==> src/rtl/card_attr_pkg.sv <==
package card_attr_pkg;

  localparam int DW = 8;

  typedef enum logic [2:0] {
    SEL_NONE,
    SEL_ROM,
    SEL_OPT,
    SEL_STAT,
    SEL_PIN,
    SEL_SOCK
  } attr_sel_e;

  // option register
  localparam logic [DW-1:0] OPT_WMASK   = 8'hCF;
  localparam int            OPT_SRST_B  = 7;

  // status register
  localparam logic [DW-1:0] STAT_KEEP   = 8'h82;
  localparam logic [DW-1:0] STAT_LOAD   = 8'h74;
  localparam int            STAT_IRQ_B  = 1;
  localparam int            STAT_PWR_B  = 2;

  // pin register
  localparam logic [DW-1:0] PIN_FIXED   = 8'h0C;
  localparam int            PIN_RDY_B   = 5;

endpackage

==> src/rtl/card_attr_decode.sv <==
module card_attr_decode
  import card_attr_pkg::*;
#(
  parameter int ADDR_W  = 12,
  parameter int BASE    = 'h200,
  parameter int ROM_LEN = 'h14A,
  localparam int ROM_AW = $clog2(ROM_LEN)
) (
  input  logic [ADDR_W-1:0] addr,
  output attr_sel_e         sel,
  output logic [ROM_AW-1:0] rom_addr
);

  localparam logic [ADDR_W-1:0] BASE_A  = ADDR_W'(BASE);
  localparam logic [ADDR_W-1:0] ROM_END = ADDR_W'(ROM_LEN);

  logic [ADDR_W-1:0] off;
  assign off      = addr - BASE_A;
  assign rom_addr = addr[ROM_AW-1:0];

  always_comb begin
    sel = SEL_NONE;
    if (addr < BASE_A) begin
      if (addr < ROM_END) sel = SEL_ROM;
    end else if (off[ADDR_W-1:3] == '0 && !off[0]) begin
      case (off[2:1])
        2'd0:    sel = SEL_OPT;
        2'd1:    sel = SEL_STAT;
        2'd2:    sel = SEL_PIN;
        default: sel = SEL_SOCK;
      endcase
    end
  end

endmodule

==> src/rtl/card_attr_state.sv <==
module card_attr_state
  import card_attr_pkg::*;
(
  input  logic          clk,
  input  logic          rst,
  input  logic          wr,
  input  attr_sel_e     sel,
  input  logic [DW-1:0] wdata,
  input  logic          drv_irq,
  input  logic          dctl_wr,
  input  logic          dctl_nien,
  input  logic          dctl_srst,
  output logic [DW-1:0] opt_q,
  output logic [DW-1:0] stat_q,
  output logic          card_rdy,
  output logic          nien_q,
  output logic          dsrst_q,
  output logic          srst_pulse
);

  logic [DW-1:0] opt_d, stat_d;
  logic          rdy_d, nien_d, dsrst_d;
  logic          srst_opt, srst_ctl, srst_any;

  assign srst_opt = wr && (sel == SEL_OPT) && wdata[OPT_SRST_B];
  assign srst_ctl = dctl_wr && dctl_srst;
  assign srst_any = srst_opt || srst_ctl;

  always_comb begin
    opt_d   = opt_q;
    stat_d  = stat_q;
    rdy_d   = card_rdy;
    nien_d  = nien_q;
    dsrst_d = dsrst_q;
    if (srst_any) begin
      opt_d   = srst_opt ? (DW'(1) << OPT_SRST_B) : '0;
      stat_d  = '0;
      rdy_d   = 1'b0;
      nien_d  = dctl_wr ? dctl_nien : 1'b0;
      dsrst_d = dctl_wr ? dctl_srst : 1'b0;
    end else begin
      if (wr) begin
        case (sel)
          SEL_OPT:  opt_d = wdata & OPT_WMASK;
          SEL_STAT: begin
            if (stat_q[STAT_PWR_B] != wdata[STAT_PWR_B]) rdy_d = 1'b1;
            stat_d = (stat_q & STAT_KEEP) | (wdata & STAT_LOAD);
          end
          default: ;
        endcase
      end
      if (dctl_wr) begin
        nien_d  = dctl_nien;
        dsrst_d = dctl_srst;
      end
    end
    stat_d[STAT_IRQ_B] = drv_irq;
  end

  always_ff @(posedge clk) begin
    if (rst) begin
      opt_q      <= '0;
      stat_q     <= '0;
      card_rdy   <= 1'b0;
      nien_q     <= 1'b0;
      dsrst_q    <= 1'b0;
      srst_pulse <= 1'b0;
    end else begin
      opt_q      <= opt_d;
      stat_q     <= stat_d;
      card_rdy   <= rdy_d;
      nien_q     <= nien_d;
      dsrst_q    <= dsrst_d;
      srst_pulse <= srst_any;
    end
  end

endmodule

==> src/rtl/card_attr_rdata.sv <==
module card_attr_rdata
  import card_attr_pkg::*;
(
  input  logic          clk,
  input  logic          rst,
  input  logic          rd,
  input  attr_sel_e     sel,
  input  logic [DW-1:0] rom_data,
  input  logic [DW-1:0] opt_q,
  input  logic [DW-1:0] stat_q,
  input  logic          card_rdy,
  input  logic          hide_irq,
  output logic [DW-1:0] rdata
);

  logic [DW-1:0] stat_view, pin_view, rd_val;

  always_comb begin
    stat_view = stat_q;
    if (hide_irq) stat_view[STAT_IRQ_B] = 1'b0;
    pin_view = PIN_FIXED;
    pin_view[PIN_RDY_B] = card_rdy;
    case (sel)
      SEL_ROM:  rd_val = rom_data;
      SEL_OPT:  rd_val = opt_q;
      SEL_STAT: rd_val = stat_view;
      SEL_PIN:  rd_val = pin_view;
      default:  rd_val = '0;
    endcase
  end

  always_ff @(posedge clk) begin
    if (rst)     rdata <= '0;
    else if (rd) rdata <= rd_val;
  end

endmodule

==> src/rtl/card_attr_cfg.sv <==
module card_attr_cfg
  import card_attr_pkg::*;
#(
  parameter int ADDR_W  = 12,
  parameter int BASE    = 'h200,
  parameter int ROM_LEN = 'h14A,
  localparam int ROM_AW = $clog2(ROM_LEN)
) (
  input  logic              clk,
  input  logic              rst,
  input  logic [ADDR_W-1:0] attr_addr,
  input  logic              attr_rd,
  input  logic              attr_wr,
  input  logic [7:0]        attr_wdata,
  output logic [7:0]        attr_rdata,
  output logic [ROM_AW-1:0] rom_addr,
  input  logic [7:0]        rom_data,
  input  logic              drv_irq,
  input  logic              dctl_wr,
  input  logic              dctl_nien,
  input  logic              dctl_srst,
  output logic              host_irq,
  output logic              soft_rst
);

  attr_sel_e     sel;
  logic [DW-1:0] opt_q, stat_q;
  logic          card_rdy, nien_q, dsrst_q;

  card_attr_decode #(
    .ADDR_W(ADDR_W), .BASE(BASE), .ROM_LEN(ROM_LEN)
  ) u_decode (
    .addr(attr_addr), .sel(sel), .rom_addr(rom_addr)
  );

  card_attr_state u_state (
    .clk(clk), .rst(rst), .wr(attr_wr), .sel(sel), .wdata(attr_wdata),
    .drv_irq(drv_irq), .dctl_wr(dctl_wr), .dctl_nien(dctl_nien),
    .dctl_srst(dctl_srst), .opt_q(opt_q), .stat_q(stat_q),
    .card_rdy(card_rdy), .nien_q(nien_q), .dsrst_q(dsrst_q),
    .srst_pulse(soft_rst)
  );

  card_attr_rdata u_rdata (
    .clk(clk), .rst(rst), .rd(attr_rd), .sel(sel), .rom_data(rom_data),
    .opt_q(opt_q), .stat_q(stat_q), .card_rdy(card_rdy),
    .hide_irq(nien_q), .rdata(attr_rdata)
  );

  // inverted sense: line high while no interrupt is latched and nothing gates it
  assign host_irq = !stat_q[STAT_IRQ_B] && !nien_q && !dsrst_q && !opt_q[OPT_SRST_B];

endmodule

==> config.mk <==
export PLATFORM = sky130hd
export DESIGN_NAME = card_attr_cfg
export DESIGN_NICKNAME = d
export VERILOG_FILES = /design/src/rtl/card_attr_pkg.sv /design/src/rtl/card_attr_decode.sv /design/src/rtl/card_attr_state.sv /design/src/rtl/card_attr_rdata.sv /design/src/rtl/card_attr_cfg.sv
export SDC_FILE = /design/constraint.sdc
export NUM_CORES = 1
export LEC_CHECK = 0
export BUFFER_PORTS_ARGS = -buffer_cell sky130_fd_sc_hd__buf_2
export CORE_MARGIN = 2
export CORE_UTILIZATION = 35
export DETAILED_ROUTE_END_ITERATION = 8
export PLACE_DENSITY = 0.67
export SETUP_SLACK_MARGIN = 0.05
export SLEW_MARGIN = 40
export SYNTH_ARGS = -nofsm -noshare
export SYNTH_HDL_FRONTEND = slang
export SYNTH_SLANG_ARGS = --single-unit
==> constraint.sdc <==
create_clock -name clk -period 1.4 [get_ports clk]
set_input_delay 0.07 -clock clk [delete_from_list [all_inputs] [get_ports clk]]
set_output_delay 0.07 -clock clk [all_outputs]
set_load 0.02 [all_outputs]
==> metrics.yaml <==
placement:
  dp.final_hpwl_um: 2680
  instance_area_after_placement_sq_mm: 0.001660
  rd_place_congestion: 0.8148
  count_of_buffers_from_port_buffering: 54
timing:
  grt_setup_unrepaired: "false"
  finalCriticalPeriod_ns: 1.248
  finalCritPeriodShare_pct: 89.12
  clock_skew_ns: 0.005607
  finalHoldViolations: 0
  totalNegativeSetupSlack_ns: 0
  worst_hold_margin_ns: 0.007634
  tightestPinTransition_ns: 0.3623
  report.final.setup_viol: 0
  worst_slew_margin_rel_pct: 75.62
  report.final.slew_viol_count: 0
  fmax_mhz: 801.5
drt:
  finalWirelength_um: 3459
  ant_nets: 0
  drt-initial-drc-count: 65
  route.detailed.vias_per_inst: 5.086
  router_iterations_before_antenna_repair: 4
  wl_per_cell_um: 12.86
  vias: 1368
  drt_drc_violations_left: 0
setup_path:
  rr_startpoint: "u_state.opt_q[2]$_SDFFE_PP0P_"
  worst_ep_required_time_ns: 1.61
  critPathCaptureType: "register"
  crit_path_start_kind: "primary input"
  setup.worst_path.class: "primary input to register"
  timing.reg2reg.worst_path_depth: 3
  ff2ff_setup_slack_ns: 0.31
  cp_data_arrival_time_ns: 1.46
  critical_path_peak_fanout: 6
  crit-reg2reg-capture: "u_rdata.rdata[2]$_SDFFE_PP0P_"
synth:
  post_synth_main_area_contributors: "sky130_fd_sc_hd__dfxtp_1, sky130_fd_sc_hd__a21oi_1, sky130_fd_sc_hd__buf_4"
  mappedNetlistNets: 191
  syn_inst: 155
  ys_types: 38
  async_reset_ff_share_pct: 0
  synth.yosys.warnings: 0
  yosys.area.top_type: "sky130_fd_sc_hd__dfxtp_1"
  post_synth.cell_area_avg_sq_um: 8.266
  synth_top_area_share_pct: 35.94
  synth_enable_flop_cells: 0
  syn_area_sq_mm: 0.001281
  register_area_share_after_synthesis_pct: 35.94
  postSynthRegisterBits: 23
  dominantRegCellSynth: "sky130_fd_sc_hd__dfxtp_1"
floorplanning:
  floorplan.io_pins: 55
  die_area_sq_mm: 0.004161
  num_rows: 21
  die_h_um: 64.51
  core-area_sq_mm: 0.003416
  initial_cell_density_of_the_core_pct: 37.51
  die_x_um: 64.51
cts:
  htree_num_levels: 1
  clk_transition_reported_paths_ns: 0.13
  cts_num_sinks: 23
  cts-buffers-inserted: 3
  clk_root_buffer_cell: "sky130_fd_sc_hd__clkbuf_4"
  buffers_from_clock_root_to_sink_at_most: 2
  clock_insertion_delay_worst_skew_ns: 0.32
  cts_tree: "done"
power:
  ir_worst_vdd_mv: 0.5727
  power-per-cell-area_mw_per_mm2: 705.3
  power_leakage_uw: 0.0007448
  p_total_uw: 1230
finish:
  layout.cells.most_common_list: "sky130_fd_sc_hd__buf_2, sky130_fd_sc_hd__dfxtp_1, sky130_fd_sc_hd__buf_4"
  final_util_pct: 51.06
  layout.cells.most_common: "sky130_fd_sc_hd__buf_2"
  post_route_cells_drive_above_1_share_pct: 37.67
  diodes: 0
  syn_to_layout_area_delta_pct: 36.13
  layout.cell_area.non_filler_sq_mm: 0.001744
  nets: 260
grt:
  initial_antenna_violation_count: 0
  grt_max_degree: 16
  grt.overflow.total: 0
  global_route_wire_length_before_repair_um: 5927
  groute.usage.overall_pct: 17.98
  first_global_vias: 1359
status:
  run_status: "completed"
hold_path:
  min_to: "u_state.opt_q[1]$_SDFFE_PP0P_"
  holdCritStartpoint: "attr_wdata[1]"
  hold_path_depth: 3
  min_path_type: "primary input to register"
flow_run:
  timing.max_cap.violations: 0
## worst max-delay path, stage by stage
cell and delay [ns]:
sky130_fd_sc_hd__buf_2 0.13, sky130_fd_sc_hd__nor4_2 0.36, sky130_fd_sc_hd__nand3_2 0.12, sky130_fd_sc_hd__or4b_1 0.60, sky130_fd_sc_hd__nand2_1 0.12, sky130_fd_sc_hd__a21oi_1 0.06
## metal layers
metal	GRT usage [%]	wire, um	vias to the layer above
met3	4.340	186	4
met4	3.989	38	0
met1	23.23	1654	625
met5	0	0	-
met2	30.34	1580	35
li1	-	-	704
## report_power, final
group | internal (uW) | switching (uW) | total (uW)
clock network | 112 | 200 | 312
logic | 115 | 136 | 251
registers | 663 | 4.44 | 667
total | 889 | 341 | 1230
## Yosys cell counts (3+ instances only)
library cell	n
sky130_fd_sc_hd__buf_4	9
sky130_fd_sc_hd__clkbuf_1	5
sky130_fd_sc_hd__nor2b_1	7
sky130_fd_sc_hd__nor2_1	12
sky130_fd_sc_hd__a21oi_1	16
sky130_fd_sc_hd__nand3_1	4
sky130_fd_sc_hd__a21o_1	3
sky130_fd_sc_hd__nand3b_1	8
sky130_fd_sc_hd__nand2_1	14
sky130_fd_sc_hd__o21ai_0	10
sky130_fd_sc_hd__nand4_1	6
sky130_fd_sc_hd__dfxtp_1	23
## worst max-delay path by stage
stage	startpoint	to	slack (ns)
final	attr_addr[7]	u_state.opt_q[2]$_SDFFE_PP0P_	0.15
after global placement	attr_addr[0]	u_state.card_rdy$_SDFFE_PP0P_	-0.16
after detailed placement	attr_addr[7]	u_state.opt_q[6]$_SDFFE_PP0P_	-0.20
after global routing	attr_addr[7]	u_rdata.rdata[6]$_SDFFE_PP0P_	0.06
after CTS	attr_addr[7]	u_state.opt_q[3]$_SDFFE_PP0P_	0.14
after floorplan	attr_addr[0]	u_state.opt_q[7]$_SDFFE_PP0P_	-0.009
## flip-flops by register name, indices dropped and copies added (netlist names)
signal              cells
u_rdata.rdata           8
u_state.card_rdy        1
u_state.dsrst_q         1
u_state.nien_q          1
u_state.opt_q           6
u_state.srst_pulse      1
u_state.stat_q          5
## metrics by stage
step,setup slack [ns],cells
2_1_floorplan,-0.009222,155
3_3_place_gp,-0.1589,259
3_5_place_dp,-0.2026,259
4_1_cts,0.1450,268
5_1_grt,0.06381,269
6_report,0.1524,269
## logic make-up (layout without fill, tap and decap cells)
kind of cell | Yosys count | after routing | share of synthesized area [%]
and+or+nand+nor | 68 | 68 | 32.62
AOI/OAI and AO/OA | 45 | 45 | 21.78
DFF | 23 | 23 | 35.94
buffers and inverters | 16 | 84 | 7.421
muxes | 2 | 2 | 1.563
xor gates and xnor gates | 1 | 1 | 0.6837
## cell type report
class	instances	area, sq um
Multi-Input combinational cell	116	725.7
Clock buffer	4	26.28
Tap cell	46	57.56
Timing Repair Buffer	79	470.5
Inverter	1	3.754
Fill cell	343	1672
Sequential cell	23	460.4
## repair_timing
item,CTS,global route
endpoints found under the setup margin,0,5
hold buffers,5,0
resized for setup,0,0
buffers inserted,0,1
hold endpoints to repair,5,0
No activity file was read; power rests on OpenSTA's default activity.
